===== config.mk =====
export PLATFORM = sky130hd
export DESIGN_NAME = idxwin_top
export DESIGN_NICKNAME = d
export VERILOG_FILES = /design/src/rtl/idxwin_pkg.sv /design/src/rtl/idxwin_ctrl.sv /design/src/rtl/idxwin_dpath.sv /design/src/rtl/idxwin_top.sv
export SDC_FILE = /design/constraint.sdc
export NUM_CORES = 1
export LEC_CHECK = 0
export ABC_AREA = 1
export BUFFER_PORTS_ARGS = -buffer_cell sky130_fd_sc_hd__buf_4
export CORE_AREA = 2 2 134 136
export DETAILED_ROUTE_END_ITERATION = 6
export DIE_AREA = 0 0 136 138
export PLACE_DENSITY = 0.7
export SLEW_MARGIN = 20
export SYNTH_ARGS = -nofsm -noshare
export SYNTH_HDL_FRONTEND = slang
export SYNTH_SLANG_ARGS = --single-unit

===== constraint.sdc =====
create_clock -name clk -period 4.3 [get_ports clk]
set_input_delay 0.43 -clock clk [delete_from_list [all_inputs] [get_ports clk]]
set_output_delay 0.43 -clock clk [all_outputs]
set_load 0.1 [all_outputs]

===== src/rtl/idxwin_pkg.sv =====
package idxwin_pkg;

  localparam int HOST_AW = 8;
  localparam int DATA_W  = 32;
  localparam int BE_W    = DATA_W / 8;
  localparam int PRPH_AW = 16;
  localparam int CNT_W   = 2;
  localparam int CNT_LSB = 24;

  localparam logic [HOST_AW-1:0] OFS_MEM_RADDR = 8'h0C;
  localparam logic [HOST_AW-1:0] OFS_MEM_WADDR = 8'h10;
  localparam logic [HOST_AW-1:0] OFS_MEM_WDATA = 8'h18;
  localparam logic [HOST_AW-1:0] OFS_MEM_RDATA = 8'h1C;
  localparam logic [HOST_AW-1:0] OFS_PR_WADDR  = 8'h44;
  localparam logic [HOST_AW-1:0] OFS_PR_RADDR  = 8'h48;
  localparam logic [HOST_AW-1:0] OFS_PR_WDATA  = 8'h4C;
  localparam logic [HOST_AW-1:0] OFS_PR_RDATA  = 8'h50;

  typedef enum logic [2:0] {
    SEL_NONE,
    SEL_MRADDR,
    SEL_MWADDR,
    SEL_MRDATA,
    SEL_PRWADDR,
    SEL_PRRADDR,
    SEL_PRDATA
  } readSel_e;

  typedef struct packed {
    logic     ldMemRaddr;
    logic     ldMemWaddr;
    logic     memWrData;
    logic     memRdData;
    logic     ldPrWaddr;
    logic     ldPrRaddr;
    logic     prWrData;
    logic     prRdData;
    logic     rdAny;
    readSel_e readSel;
  } winStrobe_t;

  typedef struct packed {
    logic [CNT_W-1:0]   cnt;
    logic [PRPH_AW-1:0] ofs;
  } prphAddr_t;

  function automatic logic [BE_W-1:0] beFromCount(input logic [CNT_W-1:0] c);
    logic [BE_W-1:0] be;
    be = '0;
    for (int i = 0; i < BE_W; i++) begin
      if (i <= int'(c)) be[i] = 1'b1;
    end
    return be;
  endfunction

  function automatic logic [DATA_W-1:0] maskFromBe(input logic [BE_W-1:0] be);
    logic [DATA_W-1:0] m;
    for (int i = 0; i < BE_W; i++) begin
      m[8*i +: 8] = {8{be[i]}};
    end
    return m;
  endfunction

  function automatic logic [DATA_W-1:0] packPrph(input prphAddr_t p);
    logic [DATA_W-1:0] v;
    v = '0;
    v[CNT_LSB +: CNT_W]  = p.cnt;
    v[PRPH_AW-1:0]       = p.ofs;
    return v;
  endfunction

  function automatic prphAddr_t unpackPrph(input logic [DATA_W-1:0] v);
    prphAddr_t p;
    p.cnt = v[CNT_LSB +: CNT_W];
    p.ofs = v[PRPH_AW-1:0];
    return p;
  endfunction

endpackage


===== src/rtl/idxwin_ctrl.sv =====
module idxwin_ctrl
  import idxwin_pkg::*;
(
  input  logic               clk,
  input  logic               rstN,
  input  logic               hostWe,
  input  logic               hostRe,
  input  logic [HOST_AW-1:0] hostAddr,
  output winStrobe_t         strobe
);

  logic wrReq;
  logic rdReq;

  assign wrReq = hostWe;
  assign rdReq = hostRe && !hostWe;

  always_comb begin
    strobe         = '0;
    strobe.readSel = SEL_NONE;
    strobe.rdAny   = rdReq;
    if (wrReq) begin
      case (hostAddr)
        OFS_MEM_RADDR: strobe.ldMemRaddr = 1'b1;
        OFS_MEM_WADDR: strobe.ldMemWaddr = 1'b1;
        OFS_MEM_WDATA: strobe.memWrData  = 1'b1;
        OFS_PR_WADDR:  strobe.ldPrWaddr  = 1'b1;
        OFS_PR_RADDR:  strobe.ldPrRaddr  = 1'b1;
        OFS_PR_WDATA:  strobe.prWrData   = 1'b1;
        default:       ;
      endcase
    end else if (rdReq) begin
      case (hostAddr)
        OFS_MEM_RADDR: strobe.readSel = SEL_MRADDR;
        OFS_MEM_WADDR: strobe.readSel = SEL_MWADDR;
        OFS_MEM_RDATA: begin
          strobe.readSel   = SEL_MRDATA;
          strobe.memRdData = 1'b1;
        end
        OFS_PR_WADDR:  strobe.readSel = SEL_PRWADDR;
        OFS_PR_RADDR:  strobe.readSel = SEL_PRRADDR;
        OFS_PR_RDATA: begin
          strobe.readSel  = SEL_PRDATA;
          strobe.prRdData = 1'b1;
        end
        default:       ;
      endcase
    end
  end

  AST_ONE_ACTION: assert property (@(posedge clk) disable iff (!rstN)
    $countones({strobe.ldMemRaddr, strobe.ldMemWaddr, strobe.memWrData, strobe.memRdData,
                strobe.ldPrWaddr, strobe.ldPrRaddr, strobe.prWrData, strobe.prRdData}) <= 1);

  AST_READ_NEEDS_NO_WRITE: assert property (@(posedge clk) disable iff (!rstN)
    (strobe.memRdData || strobe.prRdData) |-> (hostRe && !hostWe));

endmodule


===== src/rtl/idxwin_dpath.sv =====
module idxwin_dpath
  import idxwin_pkg::*;
#(
  parameter int MEM_DEPTH = 256,
  parameter int MEM_AW    = $clog2(MEM_DEPTH)
) (
  input  logic               clk,
  input  logic               rstN,
  input  winStrobe_t         strobe,
  input  logic [DATA_W-1:0]  hostWdata,
  output logic               hostRvalid,
  output logic [DATA_W-1:0]  hostRdata,
  output logic               memEn,
  output logic               memWe,
  output logic [MEM_AW-1:0]  memAddr,
  output logic [DATA_W-1:0]  memWdata,
  input  logic [DATA_W-1:0]  memRdata,
  output logic               prphEn,
  output logic               prphWe,
  output logic [PRPH_AW-1:0] prphAddr,
  output logic [BE_W-1:0]    prphBe,
  output logic [DATA_W-1:0]  prphWdata,
  input  logic [DATA_W-1:0]  prphRdata
);

  localparam logic [MEM_AW-1:0] PTR_ONE = MEM_AW'(1);

  logic [MEM_AW-1:0] rdPtr;
  logic [MEM_AW-1:0] wrPtr;
  logic [MEM_AW-1:0] hostIdx;
  logic [MEM_AW-1:0] rdPtrNext;
  logic [DATA_W-1:0] rdBuf;
  logic              prefetchPending;
  logic [DATA_W-1:0] curWord;
  prphAddr_t         prWr;
  prphAddr_t         prRd;
  logic              rspFromPrph;
  logic [DATA_W-1:0] rspMask;
  logic [DATA_W-1:0] rspReg;

  assign hostIdx   = hostWdata[MEM_AW+1:2];
  assign rdPtrNext = rdPtr + PTR_ONE;
  assign curWord   = prefetchPending ? memRdata : rdBuf;

  // SRAM port: at most one action strobe is active per cycle.
  always_comb begin
    memEn    = 1'b0;
    memWe    = 1'b0;
    memAddr  = rdPtr;
    memWdata = hostWdata;
    if (strobe.memWrData) begin
      memEn   = 1'b1;
      memWe   = 1'b1;
      memAddr = wrPtr;
    end else if (strobe.ldMemRaddr) begin
      memEn   = 1'b1;
      memAddr = hostIdx;
    end else if (strobe.memRdData) begin
      memEn   = 1'b1;
      memAddr = rdPtrNext;
    end
  end

  always_ff @(posedge clk or negedge rstN) begin
    if (!rstN) begin
      rdPtr           <= '0;
      wrPtr           <= '0;
      rdBuf           <= '0;
      prefetchPending <= 1'b0;
    end else begin
      if (strobe.ldMemRaddr)     rdPtr <= hostIdx;
      else if (strobe.memRdData) rdPtr <= rdPtrNext;
      if (strobe.ldMemWaddr)     wrPtr <= hostIdx;
      else if (strobe.memWrData) wrPtr <= wrPtr + PTR_ONE;
      if (prefetchPending)       rdBuf <= memRdata;
      prefetchPending <= strobe.ldMemRaddr || strobe.memRdData;
    end
  end

  // Peripheral window.
  always_ff @(posedge clk or negedge rstN) begin
    if (!rstN) begin
      prWr <= '0;
      prRd <= '0;
    end else begin
      if (strobe.ldPrWaddr) prWr <= unpackPrph(hostWdata);
      if (strobe.ldPrRaddr) prRd <= unpackPrph(hostWdata);
    end
  end

  assign prphEn    = strobe.prWrData || strobe.prRdData;
  assign prphWe    = strobe.prWrData;
  assign prphAddr  = strobe.prWrData ? prWr.ofs : prRd.ofs;
  assign prphBe    = beFromCount(strobe.prWrData ? prWr.cnt : prRd.cnt);
  assign prphWdata = hostWdata;

  // Read response, one cycle after the request.
  always_ff @(posedge clk or negedge rstN) begin
    if (!rstN) begin
      hostRvalid  <= 1'b0;
      rspFromPrph <= 1'b0;
      rspMask     <= '0;
      rspReg      <= '0;
    end else begin
      hostRvalid  <= strobe.rdAny;
      rspFromPrph <= (strobe.readSel == SEL_PRDATA);
      rspMask     <= maskFromBe(beFromCount(prRd.cnt));
      case (strobe.readSel)
        SEL_MRADDR:  rspReg <= DATA_W'({rdPtr, 2'b00});
        SEL_MWADDR:  rspReg <= DATA_W'({wrPtr, 2'b00});
        SEL_MRDATA:  rspReg <= curWord;
        SEL_PRWADDR: rspReg <= packPrph(prWr);
        SEL_PRRADDR: rspReg <= packPrph(prRd);
        default:     rspReg <= '0;
      endcase
    end
  end

  assign hostRdata = rspFromPrph ? (prphRdata & rspMask) : rspReg;

  AST_WPTR_AFTER_WRITE: assert property (@(posedge clk) disable iff (!rstN)
    (memEn && memWe) |=> (wrPtr == MEM_AW'($past(memAddr) + PTR_ONE)));

  AST_WPTR_QUIET_ON_READ: assert property (@(posedge clk) disable iff (!rstN)
    ((strobe.ldMemRaddr || strobe.memRdData) && !strobe.ldMemWaddr && !strobe.memWrData)
      |=> $stable(wrPtr));

  AST_RPTR_QUIET_ON_WRITE: assert property (@(posedge clk) disable iff (!rstN)
    ((strobe.ldMemWaddr || strobe.memWrData) && !strobe.ldMemRaddr && !strobe.memRdData)
      |=> $stable(rdPtr));

  AST_PREFETCH_FROM_READ: assert property (@(posedge clk) disable iff (!rstN)
    prefetchPending |-> $past(memEn && !memWe));

  AST_PRPH_BE_LOW_BYTES: assert property (@(posedge clk) disable iff (!rstN)
    prphEn |-> (prphBe[0] && ((prphBe & (prphBe + 4'd1)) == 4'd0)));

endmodule


===== src/rtl/idxwin_top.sv =====
module idxwin_top
  import idxwin_pkg::*;
#(
  parameter int MEM_DEPTH = 256,
  parameter int MEM_AW    = $clog2(MEM_DEPTH)
) (
  input  logic               clk,
  input  logic               rstN,
  input  logic               hostWe,
  input  logic               hostRe,
  input  logic [HOST_AW-1:0] hostAddr,
  input  logic [DATA_W-1:0]  hostWdata,
  output logic               hostRvalid,
  output logic [DATA_W-1:0]  hostRdata,
  output logic               memEn,
  output logic               memWe,
  output logic [MEM_AW-1:0]  memAddr,
  output logic [DATA_W-1:0]  memWdata,
  input  logic [DATA_W-1:0]  memRdata,
  output logic               prphEn,
  output logic               prphWe,
  output logic [PRPH_AW-1:0] prphAddr,
  output logic [BE_W-1:0]    prphBe,
  output logic [DATA_W-1:0]  prphWdata,
  input  logic [DATA_W-1:0]  prphRdata
);

  winStrobe_t strobe;

  idxwin_ctrl u_ctrl (
    .clk      (clk),
    .rstN     (rstN),
    .hostWe   (hostWe),
    .hostRe   (hostRe),
    .hostAddr (hostAddr),
    .strobe   (strobe)
  );

  idxwin_dpath #(
    .MEM_DEPTH (MEM_DEPTH),
    .MEM_AW    (MEM_AW)
  ) u_dpath (
    .clk        (clk),
    .rstN       (rstN),
    .strobe     (strobe),
    .hostWdata  (hostWdata),
    .hostRvalid (hostRvalid),
    .hostRdata  (hostRdata),
    .memEn      (memEn),
    .memWe      (memWe),
    .memAddr    (memAddr),
    .memWdata   (memWdata),
    .memRdata   (memRdata),
    .prphEn     (prphEn),
    .prphWe     (prphWe),
    .prphAddr   (prphAddr),
    .prphBe     (prphBe),
    .prphWdata  (prphWdata),
    .prphRdata  (prphRdata)
  );

  AST_RVALID_AFTER_READ: assert property (@(posedge clk) disable iff (!rstN)
    hostRvalid |-> $past(hostRe && !hostWe));

  AST_NO_BUS_ON_IDLE: assert property (@(posedge clk) disable iff (!rstN)
    (!hostWe && !hostRe) |-> (!memEn && !prphEn));

endmodule


Word level (Yosys, flattened, before mapping)
Index checks and enable logic that the tools add are counted.

word-level totals
  register bits = 144
  input bits = 108
  word-level logic and storage cells = 77

operators by class
  add/subtract/negate cells = 2
  $lt $le $gt $ge = 6
  equal/unequal tests = 14
  mux-type cells = 37
  bitwise gates (word level) = 1
  reductions and logical operators = 5

operator list
  operator                                              number
  one-hot mux 32 bit (5 select lines)                   1
  two-way mux 32 bit                                    2
  two-way mux 8 bit                                     5
  AND 32 bit                                            1
  equality test 8 x 7 -> 1 bit (second input constant)  4
  equality test 8 x 5 -> 1 bit (second input constant)  3
  two-way mux 1 bit                                     22
  one-hot mux 3 bit (6 select lines)                    1
  adder 8 x 1 -> 8 bit (second input constant)          2
  two-way mux 16 bit                                    1
  two-way mux 3 bit                                     4
  equality test 3 bit (second input constant)           3
  equality test 8 x 4 -> 1 bit (second input constant)  1
  <= comparator 2 bit (first input constant)            4
  equality test 3 x 2 -> 1 bit (second input constant)  2
  <= comparator 1 x 2 -> 1 bit (first input constant)   2
  equality test 3 x 1 -> 1 bit (second input constant)  1
  logical OR 1 bit                                      2
  two-way mux 2 bit                                     1
  nonzero test 2 bit                                    1
  logical AND 1 bit                                     1
  logical NOT 1 bit                                     1

Depth between registers and ports, before layout
Gate-level depths: netlist of run 1.

  word-level depth = 7
  depth in mapped cells = 12

Hierarchy
A second synthesis of run 1 with hierarchy kept.

second synthesis, totals
  cells, all modules = 853
  area, all modules = 6601.3 um^2

modules (own cells, without submodules)
  module        times used  cells an instance  area an instance (um^2)  seq. area each (um^2)
  idxwin_dpath  1           800                6314.8                   3078.0
  idxwin_ctrl   1           53                 286.5                    0.0

Worst setup path after synthesis of run 1
Ideal clock, no wire load.

  path type = input -> output
  start = in hostAddr[5]
  end = out memAddr[6]
  arrival time = 3311 ps
  slack = 559 ps
  cell stages on the path = 8
  path buffers = 1
  cells stage by stage = inv_1 -> nand2_1 -> nor2_2 -> nand2_1 -> inv_1 -> nand2_1 -> clkbuf_1 -> o21ai_0

between the ends
  word-level cells in the longest chain between the ends = 7
  elaborated cells on any way between the ends = 12

ends and longest elaborated chain
  element                         line                text
  start: declaration              idxwin_top.sv:11    input logic [HOST_AW-1:0] hostAddr,
  equality test 8 x 5 -> 1 bit    idxwin_ctrl.sv:33   case (hostAddr)
  two-way mux 1 bit               idxwin_ctrl.sv:33
  two-way mux 1 bit               idxwin_ctrl.sv:32   end else if (rdReq) begin
  two-way mux 1 bit               idxwin_ctrl.sv:22   if (wrReq) begin
  two-way mux 8 bit (2 in a row)  -
  two-way mux 8 bit (*)           idxwin_dpath.sv:51  if (strobe.memWrData) begin
  end: declaration                idxwin_top.sv:17    output logic [MEM_AW-1:0] memAddr,

Mark *: on every way between the ends. The rest lies on a longest branch, timed or not.

Worst setup path after layout of run 1
  start = in hostAddr[5]
  end = out memAddr[2]

Same word-level chain as after synthesis.

==> reports/qor.txt, run 1 <==
Max Cap Viol: 0
Sequential area share after synthesis: 45.15%
Pint: 2.346 mW
Worst Reg2Reg Path Length in Cells: 5
Final hold vios: 0
Overall global routing resource usage: 20.40%
Synth Instances: 830
Slew margin rel.: 34.60%
WP buf/inv: 4
#FFs+latches synth: 123
Via count: 5728
Initial DRC count: 366
Fmax: 0.3436 GHz
Dpl cells: 1156
Critical Path AT: 2.48 ns
PnR Total Power: 3.356 mW
Diodes inserted: 0
Top FF cell, synth: dfrtp_1
CP peak stage delay: 0.37 ns
Setup_tns: 0 ns
Req. time, crit path: 3.87 ns
Final Max Slew Viols: 0
Clk network pwr share: 44.6%
Number of global-route vias before repair: 5542
Design Area, Final: 8558 µm²
Routed Antenna Nets: 0
Placed Area: 7926 µm²
P_sw: 1.010 mW
Setup Fix Bufs, Post-CTS: 0
M3 GR Usage: 4.180%
Most common cell after layout, fill and taps aside: buf_4
Hold crit path type: primary input to async pin
Nets@finish: 1056
Hold buffers post-CTS: 0
H-tree depth: 4
Drt total wl: 18810 µm
Die height: 138 µm
Dominant cells by area after synthesis: dfrtp_1, nand2_1, buf_4
Sequential share of power: 38.0%
Number of port buffers: 193
Most frequent cells in the layout: buf_4, nand2_1, dfrtp_1, inv_1, o21ai_0
Busiest grt layer: met2
Post-Syn Area: 6817 µm²
Die ar.: 18770 µm²
Post-synth ARST share: 100.0%
R2r endpoint: u_dpath.rspReg[7]$_DFF_PN0_
Reg clk slew, reported paths: 0.06 ns
DRC violations left: 0
EDFF count, synth: 0
Core area: 17530 µm²
M2 GR Usage: 34.04%
CTS resizes: 0
Pwr Density: 392.1 nW/µm²
Critical-path cell list: buf_4 > inv_1 > nand2_1 > nor2_2 > nand3_4 > inv_2 > nand2_1 > nand2_1 > nand3_1 > o21ai_1 > nand2_1 > nand2_1 > buf_4
Root buf cell: clkbuf_16
Worst R2R Start: u_dpath.prefetchPending$_DFF_PN0_
Final min period: 2.911 ns
Rows: 49
Mean post-synth cell area: 8.213 µm²
Cell mode on critical path: nand2_1
Drt via density: 4.822
Final setup viols: 0
Pre-antenna DRT Iters: 5
Final Core Density: 48.81%
DP Wirelength: 14050 µm
Clock sinks: 123
Synth top area share: 45.15%
Cts bufs inserted: 17
Reg-to-reg slack, setup: 2.36 ns
Worst vdd ir: 257.3 µV
Starting Density: 38.88%
GRT overflow: 0
Leading area contributor after synthesis: dfrtp_1
Share of layout cells above drive strength 1: 30.55%
WL/cell: 15.83 µm
Filler cell count: 1698
I/O pins: 237
Crit path max-delay family: simple AND/OR/NAND/NOR gates
Grt met1 use: 26.16%
Startpoint types: primary input
First-pass GRT wire length: 29440 µm
Clock Skews: 0.007930 ns
Final Wtd Congestion: 0.9269
Clock Latency Late Sink: 0.41 ns
CP max FO: 25
Layout overhead on the synthesized area: 25.55%
Critical-path top delay cell: inv_2
LEAKAGE: 4.504 nW
Ys Warns: 0
Status: finished, final reports clean
Die span in x: 136 µm
Slew @ Worst Pin: 0.9800 ns
Sw frac: 30.10%
Clock Path Buffers: 2
Final worst path period share: 67.69%
CTS tree: done
Largest net degree at the start of global routing: 65
Final std cells w/o fill: 1188
Initial antenna violation count: 0
Worst Setup End Kind: output pin
Yosys cell types: 40
Comb power frac: 17.4%
RSZ-0062 raised after global routing: no
Critical path class: primary input to output pin
[layout make-up]
type | instances | area [µm²] | share of cell area [%]
clock buffer | 20 | 466.7 | 5.453
clock inverter | 12 | 162.7 | 1.901
inverter | 121 | 461.7 | 5.395
multi-input combinational | 487 | 2629 | 30.72
sequential | 123 | 3080 | 35.99
tap | 229 | 286.5 | 3.348
timing repair buffer | 196 | 1471 | 17.19
[state kept, by name, indices dropped and copies added (netlist names)]
signal / flops
u_dpath.hostRvalid: 1
u_dpath.prRd: 18
u_dpath.prWr: 18
u_dpath.prefetchPending: 1
u_dpath.rdBuf: 32
u_dpath.rdPtr: 8
u_dpath.rspFromPrph: 1
u_dpath.rspMask: 4
u_dpath.rspReg: 32
u_dpath.wrPtr: 8
[synth_stat cells (6+ instances only)]
master	n
nand2_4	7
o21a_1	6
nand3_1	67
nand4_1	22
clkbuf_1	19
inv_1	114
nor2_2	7
dfrtp_1	123
buf_2	7
buf_4	70
o21ai_0	84
mux2_2	29
nor2_1	29
nand2_1	187
[per-stage QoR]
| step | hold WS, ns | worst slack, ns |
|---|---|---|
| global placement | 0.4201 | 1.329 |
| global route | 0.1099 | 1.178 |
| floorplan | 0.1344 | 0.5591 |
| detailed placement | 0.4201 | 1.329 |
| CTS | 0.07222 | 1.315 |
| finish | 0.06737 | 1.389 |
[cell families (layout without fill, tap and decap cells)]
logic type,count (synthesis),after routing,synth area share [%]
AND/OR/NAND/NOR,337,337,23.42
AO/OA/AOI/OAI,107,107,8.443
flip-flops,123,123,45.15
multiplexers,32,32,5.286
XOR/XNOR,7,7,0.8994
other,1,2,0.05501
adder cells (fa/ha/maj),2,2,0.3670
buffers and inverters,221,349,16.37
[worst register-to-register path: stages, from the launching register on]
cell	delay (ns)
dfrtp_2	0.98
mux2_2	0.44
nand2_1	0.08
nand2_1	0.11
inv_1	0.07
nand4_1	0.11
[power by group through the flow]
stage / Combinational, mW / Sequential, mW / Clock [mW]
finish: 0.584 / 1.28 / 1.50
global route: 0.621 / 1.28 / 1.58
CTS: 0.589 / 1.27 / 1.52
detailed placement: 0.587 / 1.30 / 0
global placement: 0.583 / 1.29 / 0
floorplan: 0.551 / 1.28 / 0
[routing by layer]
layer	vias to the layer above	wire length, µm
met4	0	430
met5	-	0
met2	203	9279
met1	2689	8012
met3	30	1084
li1	2806	-
[how the worst max path moves through the flow]
stage	from	endpoint	slack [ns]	cells after the start
2_1_floorplan	hostAddr[5]	memAddr[6]	0.56	8
6_report	hostAddr[5]	memAddr[2]	1.39	13
3_5_place_dp	hostAddr[7]	prphAddr[5]	1.33	7
4_1_cts	hostAddr[7]	prphAddr[5]	1.32	7
3_3_place_gp	hostAddr[7]	prphAddr[5]	1.33	7
5_1_grt	hostAddr[5]	memAddr[2]	1.18	13
Note: power is estimated with default switching activity, not from simulation.
==> run 2: changes to the inputs <==
--- a/config.mk
+++ b/config.mk
@@ -5,12 +5,12 @@
 export SDC_FILE = /design/constraint.sdc
 export NUM_CORES = 1
 export LEC_CHECK = 0
-export ABC_AREA = 1
+export ABC_AREA = 0
 export BUFFER_PORTS_ARGS = -buffer_cell sky130_fd_sc_hd__buf_4
 export CORE_AREA = 2 2 134 136
 export DETAILED_ROUTE_END_ITERATION = 6
 export DIE_AREA = 0 0 136 138
-export PLACE_DENSITY = 0.7
+export PLACE_DENSITY = 0.73
 export SLEW_MARGIN = 20
 export SYNTH_ARGS = -nofsm -noshare
 export SYNTH_HDL_FRONTEND = slang
==> constraint.sdc (replaced) <==
create_clock -name clk -period 2.5 [get_ports clk]
set_input_delay 0.25 -clock clk [delete_from_list [all_inputs] [get_ports clk]]
set_output_delay 0.25 -clock clk [all_outputs]
set_load 0.1 [all_outputs]
==> reports/qor.txt, run 2 <==
Post-place setup slack: 0.05651 ns (was 1.329 ns)
Final min period: 2.457 ns
First-pass GRT wire length: 30280 µm (was 29440 µm)
Slew margin rel.: 50.87% (was 34.60%)
#FFs+latches synth: 123 (unchanged)
Worst Setup End Kind: output pin (unchanged)
Max Cap Viol: 0 (unchanged)
EDFF count, synth: 0 (unchanged)
Pre-antenna DRT Iters: 5 (unchanged)
Final WS setup: 0.04324 ns (was 1.389 ns)
Clock Path Buffers: 2 (unchanged)
Nets@finish: 936 (was 1056)
Synth Instances: 687 (was 830)
Via count: 5679 (was 5728)
CP max FO: 5 (was 25)
Critical path class: primary input to output pin (unchanged)
Dominant cells by area after synthesis: dfrtp_1, mux2_2, buf_4 (was dfrtp_1, nand2_1, buf_4)
GRT overflow: 0 (unchanged)
CTS tree: done (unchanged)
Crit. Startpoint: hostAddr[0] (was hostAddr[5])
Drt total wl: 19750 µm (was 18810 µm)
Initial DRC count: 390 (was 366)
Root buf cell: clkbuf_16 (unchanged)
Reg-to-reg slack, setup: 0.76 ns (was 2.36 ns)
Number of port buffers: 193 (unchanged)
Worst Reg2Reg Path Length in Cells: 4 (was 5)
Ys Warns: 0 (unchanged)
Most common cell after layout, fill and taps aside: buf_4 (unchanged)
Yosys cell types: 60 (was 40)
Final setup viols: 0 (unchanged)
Largest net degree at the start of global routing: 54 (was 65)
Top FF cell, synth: dfrtp_1 (unchanged)
R2r endpoint: u_dpath.rspReg[6]$_DFF_PN0_ (was u_dpath.rspReg[7]$_DFF_PN0_)
Die ar.: 18770 µm² (unchanged)
P_sw: 1.627 mW (was 1.010 mW)
Drt via density: 5.317 (was 4.822)
Initial antenna violation count: 0 (unchanged)
I/O pins: 237 (unchanged)
Clock Skews: 0.006652 ns (was 0.007930 ns)
Sequential area share after synthesis: 45.31% (was 45.15%)
Post-synth ARST share: 100.0% (unchanged)
Comb power frac: 16.7% (was 17.4%)
RSZ-0062 raised after global routing: no (unchanged)
Hold crit path type: primary input to flop (was primary input to async pin)
Cts bufs inserted: 17 (unchanged)
Share of layout cells above drive strength 1: 46.84% (was 30.55%)
Routed Antenna Nets: 0 (unchanged)
DP Wirelength: 14660 µm (was 14050 µm)
Clock sinks: 123 (unchanged)
Synth cell count leaders: dfrtp_1, mux2_2, nand2_1 (was nand2_1, dfrtp_1, inv_1)
Layout overhead on the synthesized area: 32.51% (was 25.55%)
Starting Density: 38.74% (was 38.88%)
Pwr Density: 623.8 nW/µm² (was 392.1 nW/µm²)
WL/cell: 18.49 µm (was 15.83 µm)
Leading area contributor after synthesis: dfrtp_1 (unchanged)
Reg clk slew, reported paths: 0.06 ns (about the same)
Startpoint types: primary input (unchanged)
Final hold vios: 0 (unchanged)
Core area: 17530 µm² (unchanged)
Die height: 138 µm (unchanged)
Largest regs: u_dpath.rdBuf (32), u_dpath.rspReg (32) (unchanged)
Clock Latency Late Sink: 0.41 ns (about the same)
Final worst path period share: 98.27%
Clk network pwr share: 45.5% (was 44.6%)
Synth top area share: 45.31% (was 45.15%)
Worst R2R Start: u_dpath.prefetchPending$_DFF_PN0_ (unchanged)
Diodes inserted: 0 (unchanged)
Critical Path AT: 2.21 ns (was 2.48 ns)
Final Core Density: 51.33% (was 48.81%)
Req. time, crit path: 2.25 ns (was 3.87 ns)
Filler cell count: 1588 (was 1698)
Final Wtd Congestion: 0.9623 (was 0.9269)
Most frequent cells in the layout: buf_4, dfrtp_1, mux2_2, nand2_1, inv_1 (was buf_4, nand2_1, dfrtp_1, inv_1, o21ai_0)
Rows: 49 (unchanged)
Overall global routing resource usage: 21.15% (was 20.40%)
Mean post-synth cell area: 9.888 µm² (was 8.213 µm²)
Top-count cell post-synth: dfrtp_1 (was nand2_1)
LEAKAGE: 4.264 nW (was 4.504 nW)
Status: finished, final reports clean (unchanged)
Slew @ Worst Pin: 0.7369 ns (was 0.9800 ns)
H-tree depth: 4 (unchanged)
Sequential share of power: 37.8% (was 38.0%)
Crit path to: memAddr[5] (was memAddr[2])
Number of global-route vias before repair: 5476 (was 5542)
Final Max Slew Viols: 0 (unchanged)
Worst vdd ir: 484.8 µV (was 257.3 µV)
Post-Syn Area: 6793 µm² (was 6817 µm²)
Die span in x: 136 µm (unchanged)
Fmax: 0.4070 GHz
DRC violations left: 0 (unchanged)
Sw frac: 28.97% (was 30.10%)
Pint: 3.989 mW (was 2.346 mW)
run 2: kinds of logic (layout without fill, tap and decap cells):
logic type	count (synthesis)	count (layout)	synth area share, %
AND/OR/NAND/NOR	184	184	14.99
buffers and inverters	166	317	13.30
AO/OA/AOI/OAI	131	131	12.86
flip-flops	123	123	45.31
multiplexers	77	77	12.73
XOR/XNOR	3	3	0.3869
adder cells (fa/ha/maj)	2	2	0.3683
other	1	2	0.05521
run 2: repair_timing:
action	4_1_cts	5_1_grt
setup buffers	0	2
cloned	0	0
gates resized for setup	2	8
endpoints found under the setup margin	2	4
hold buffers	1	0
endpoints found under the hold margin	51	0
run 2: how the worst min path moves through the flow:
stage	end	cells past startpoint	startpoint
after floorplan	u_dpath.hostRvalid$_DFF_PN0_	0	rstN
after global placement	u_dpath.rdPtr[5]$_DFF_PN0_	1	rstN
after detailed placement	u_dpath.rdPtr[5]$_DFF_PN0_	1	rstN
after CTS	u_dpath.rdBuf[28]$_DFF_PN0_	2	memRdata[28]
after global routing	u_dpath.rdBuf[23]$_DFF_PN0_	2	memRdata[23]
final	u_dpath.rdBuf[19]$_DFF_PN0_	2	memRdata[19]
run 2: power groups by stage:
stage                     clock network [mW]  logic (mW)  registers [mW]
final                                   2.55       0.940            2.12
after CTS                               2.58       0.938            2.12
after detailed placement                   0       0.934            2.15
after floorplan                            0       0.855            2.14
after global routing                    2.69       0.988            2.13
after global placement                     0       0.928            2.15
run 2: layout make-up:
type / count / area [µm²] / area share, %
Timing Repair Buffer: 232 / 1805 / 20.06
Multi-Input combinational cell: 399 / 3004 / 33.38
Tap cell: 229 / 286.5 / 3.183
Sequential cell: 123 / 3079 / 34.21
Inverter: 53 / 207.7 / 2.307
Clock buffer: 20 / 456.7 / 5.074
Clock inverter: 12 / 161.4 / 1.793
run 2: worst max-delay path: stages:
cell and delay, ns:
buf_4 0.12, or4_4 0.53, or4_4 0.57, buf_4 0.18, o22ai_1 0.27, a31oi_4 0.04
buf_4 0.24
run 2: routing by layer:
metal  global-route usage (%)  vias up  wire [µm]
li1                         -     2621          -
met1                    27.89     2724       8236
met2                    33.64      261       9155
met3                    3.594       73       1517
met4                    10.31        0        839
met5                        0        -          0
run 2: stage by stage:
step | cells | area, µm² | hold slack, ns | power, mW | setup TNS [ns]
3_3_place_gp | 1033 | 8319 | 0.3534 | 3.079 | 0
4_1_cts | 1066 | 8957 | 0.07619 | 5.640 | 0
5_1_grt | 1068 | 9001 | 0.07879 | 5.803 | 0
3_5_place_dp | 1033 | 8319 | 0.3551 | 3.088 | 0
6_report | 1068 | 9001 | 0.08206 | 5.615 | 0
2_1_floorplan | 688 | 6969 | -0.04559 | 2.996 | -18.35
==> run 3: changes to the inputs <==
--- a/config.mk
+++ b/config.mk
@@ -10,7 +10,7 @@
 export CORE_AREA = 2 2 134 136
 export DETAILED_ROUTE_END_ITERATION = 6
 export DIE_AREA = 0 0 136 138
-export PLACE_DENSITY = 0.73
+export PLACE_DENSITY = 0.72
 export SLEW_MARGIN = 20
 export SYNTH_ARGS = -nofsm -noshare
 export SYNTH_HDL_FRONTEND = slang
==> reports/qor.txt, run 3 (same netlist as run 2, synthesis figures left out) <==
Status: finished, final reports clean (unchanged)
DP Wirelength: 15050 µm (was 14660 µm)
CTS tree: done (unchanged)
Share of layout cells above drive strength 1: 47.27% (was 46.84%)
Pre-antenna DRT Iters: 5 (unchanged)
Die height: 138 µm (unchanged)
Logic depth of the worst path, buffers included: 7 (unchanged)
Worst Reg2Reg Path Length in Cells: 5 (was 4)
Most common cell after layout, fill and taps aside: buf_4 (unchanged)
Pwr Density: 632.0 nW/µm² (was 623.8 nW/µm²)
Final worst path period share: 96.83% (was 98.27%)
Largest net degree at the start of global routing: 47 (was 54)
Final hold vios: 0 (unchanged)
Diodes inserted: 0 (unchanged)
Design Area, Final: 9052 µm² (was 9001 µm²)
Cts bufs inserted: 17 (unchanged)
Critical-path top delay cell: or4_4 (unchanged)
Layout overhead on the synthesized area: 33.27% (was 32.51%)
H-tree depth: 4 (unchanged)
Clock Path Buffers: 2 (unchanged)
GRT overflow: 0 (unchanged)
WL/cell: 18.61 µm (was 18.49 µm)
Hold crit path type: primary input to flop (unchanged)
Most frequent cells in the layout: buf_4, dfrtp_1, mux2_2, nand2_1, inv_1 (unchanged)
Cell mode on critical path: buf_4 (unchanged)
I/O pins: 237 (unchanged)
Critical-path cell list: buf_4 > or4_4 > or4_4 > buf_4 > o22ai_1 > a21oi_4 > buf_4 (was buf_4 > or4_4 > or4_4 > buf_4 > o22ai_1 > a31oi_4 > buf_4)
Initial antenna violation count: 0 (unchanged)
Core area: 17530 µm² (unchanged)
Critical path class: primary input to output pin (unchanged)
Worst Setup End Kind: output pin (unchanged)
Initial DRC count: 390 (unchanged)
Final min period: 2.421 ns (was 2.457 ns)
Routed Antenna Nets: 0 (unchanged)
First-pass GRT wire length: 30450 µm (was 30280 µm)
Die span in x: 136 µm (unchanged)
Hold Path Stages: 2 (unchanged)
LEAKAGE: 4.302 nW (was 4.264 nW)
CP max FO: 4 (was 5)
Nets@finish: 941 (was 936)
Largest regs: u_dpath.rdBuf (32), u_dpath.rspReg (32) (unchanged)
Setup Fix Bufs, Post-CTS: 0 (unchanged)
DRC violations left: 0 (unchanged)
Final Max Slew Viols: 0 (unchanged)
Die ar.: 18770 µm² (unchanged)
Rows: 49 (unchanged)
Number of global-route vias before repair: 5467 (was 5476)
Root buf cell: clkbuf_16 (unchanged)
Placed Area: 8347 µm² (was 8319 µm²)
CP peak stage delay: 0.57 ns (about the same)
Via count: 5641 (was 5679)
Crit path max-delay family: simple AND/OR/NAND/NOR gates (unchanged)
Final WS setup: 0.07937 ns (was 0.04324 ns)
Fmax: 0.4131 GHz (was 0.4070 GHz)
Drt via density: 5.257 (was 5.317)
Starting Density: 38.74% (unchanged)
Number of port buffers: 193 (unchanged)
Final Wtd Congestion: 0.9343 (was 0.9623)
Critical Path AT: 2.17 ns (was 2.21 ns)
Slew margin rel.: 63.42% (was 50.87%)
Reg clk slew, reported paths: 0.06 ns (about the same)
Max Cap Viol: 0 (unchanged)
Clock Skews: 0.006031 ns (was 0.006652 ns)
Post-place setup slack: 0.04266 ns (was 0.05651 ns)
Clock sinks: 123 (unchanged)
Overall global routing resource usage: 21.37% (was 21.15%)
Clock Latency Late Sink: 0.41 ns (about the same)
Final setup viols: 0 (unchanged)
WP buf/inv: 3 (unchanged)
Worst vdd ir: 461.5 µV (was 484.8 µV)
Drt total wl: 19970 µm (was 19750 µm)
Startpoint types: primary input (unchanged)
Slew @ Worst Pin: 0.5487 ns (was 0.7369 ns)
Req. time, crit path: 2.25 ns (about the same)
run 3: worst paths after layout:
kind / start / end / slack, ns
worst max-delay path: hostAddr[0] / memAddr[7] / 0.08
worst min-delay path: memRdata[18] / u_dpath.rdBuf[18]$_DFF_PN0_ / 0.08
worst max register to register: u_dpath.prefetchPending$_DFF_PN0_ / u_dpath.rspReg[10]$_DFF_PN0_ / 0.75
worst min register to register: u_dpath.prRd[17]$_DFFE_PN0P_ / u_dpath.rspMask[23]$_DFF_PN0_ / 0.45
max in group asynchronous: rstN / u_dpath.rspReg[3]$_DFF_PN0_ / 1.42
min in group asynchronous: rstN / u_dpath.prWr[9]$_DFFE_PN0P_ / 0.37
run 3: final cells by class:
class,instances,area [µm²]
Sequential cell,123,3078
Timing Repair Buffer,237,1810
Inverter,53,207.7
Fill cell,1557,8482
Tap cell,229,286.5
Clock buffer,22,494.2
Clock inverter,10,161.4
Multi-Input combinational cell,399,3014
run 3: stage by stage:
step	hold WS, ns	TNS (ns)	total power [mW]	utilization [%]	instances
after CTS	0.06852	0	5.763	51.40	1073
after floorplan	-0.04559	-18.35	2.996	-	688
final	0.08431	0	5.721	51.63	1073
after global placement	0.2648	0	3.083	47.60	1040
after global routing	0.07847	-0.05664	5.911	51.63	1073
after detailed placement	0.2706	0	3.092	47.60	1040
run 3: routing by layer:
layer  GRT usage, %  vias up  share of wire [%]
met5              0        -                  0
met4          10.64        0                4.6
met3          3.924       78                7.0
met2          33.91      285                 47
met1          27.96     2638                 41
li1               -     2640                  -
run 3: power breakdown:
part | switching, mW | total [mW] | internal, mW | leakage (nW)
combinational | 0.656 | 0.941 | 0.286 | 2.31
sequential | 0.0507 | 2.12 | 2.07 | 1.68
clock | 0.861 | 2.66 | 1.80 | 0.314
total | 1.57 | 5.72 | 4.15 | 4.30
run 3: timing repair:
action                                  CTS  global route
hold buffers                              1             0
endpoints found under the setup margin    0             5
hold endpoints to repair                 38             0
resized for setup                         0             7
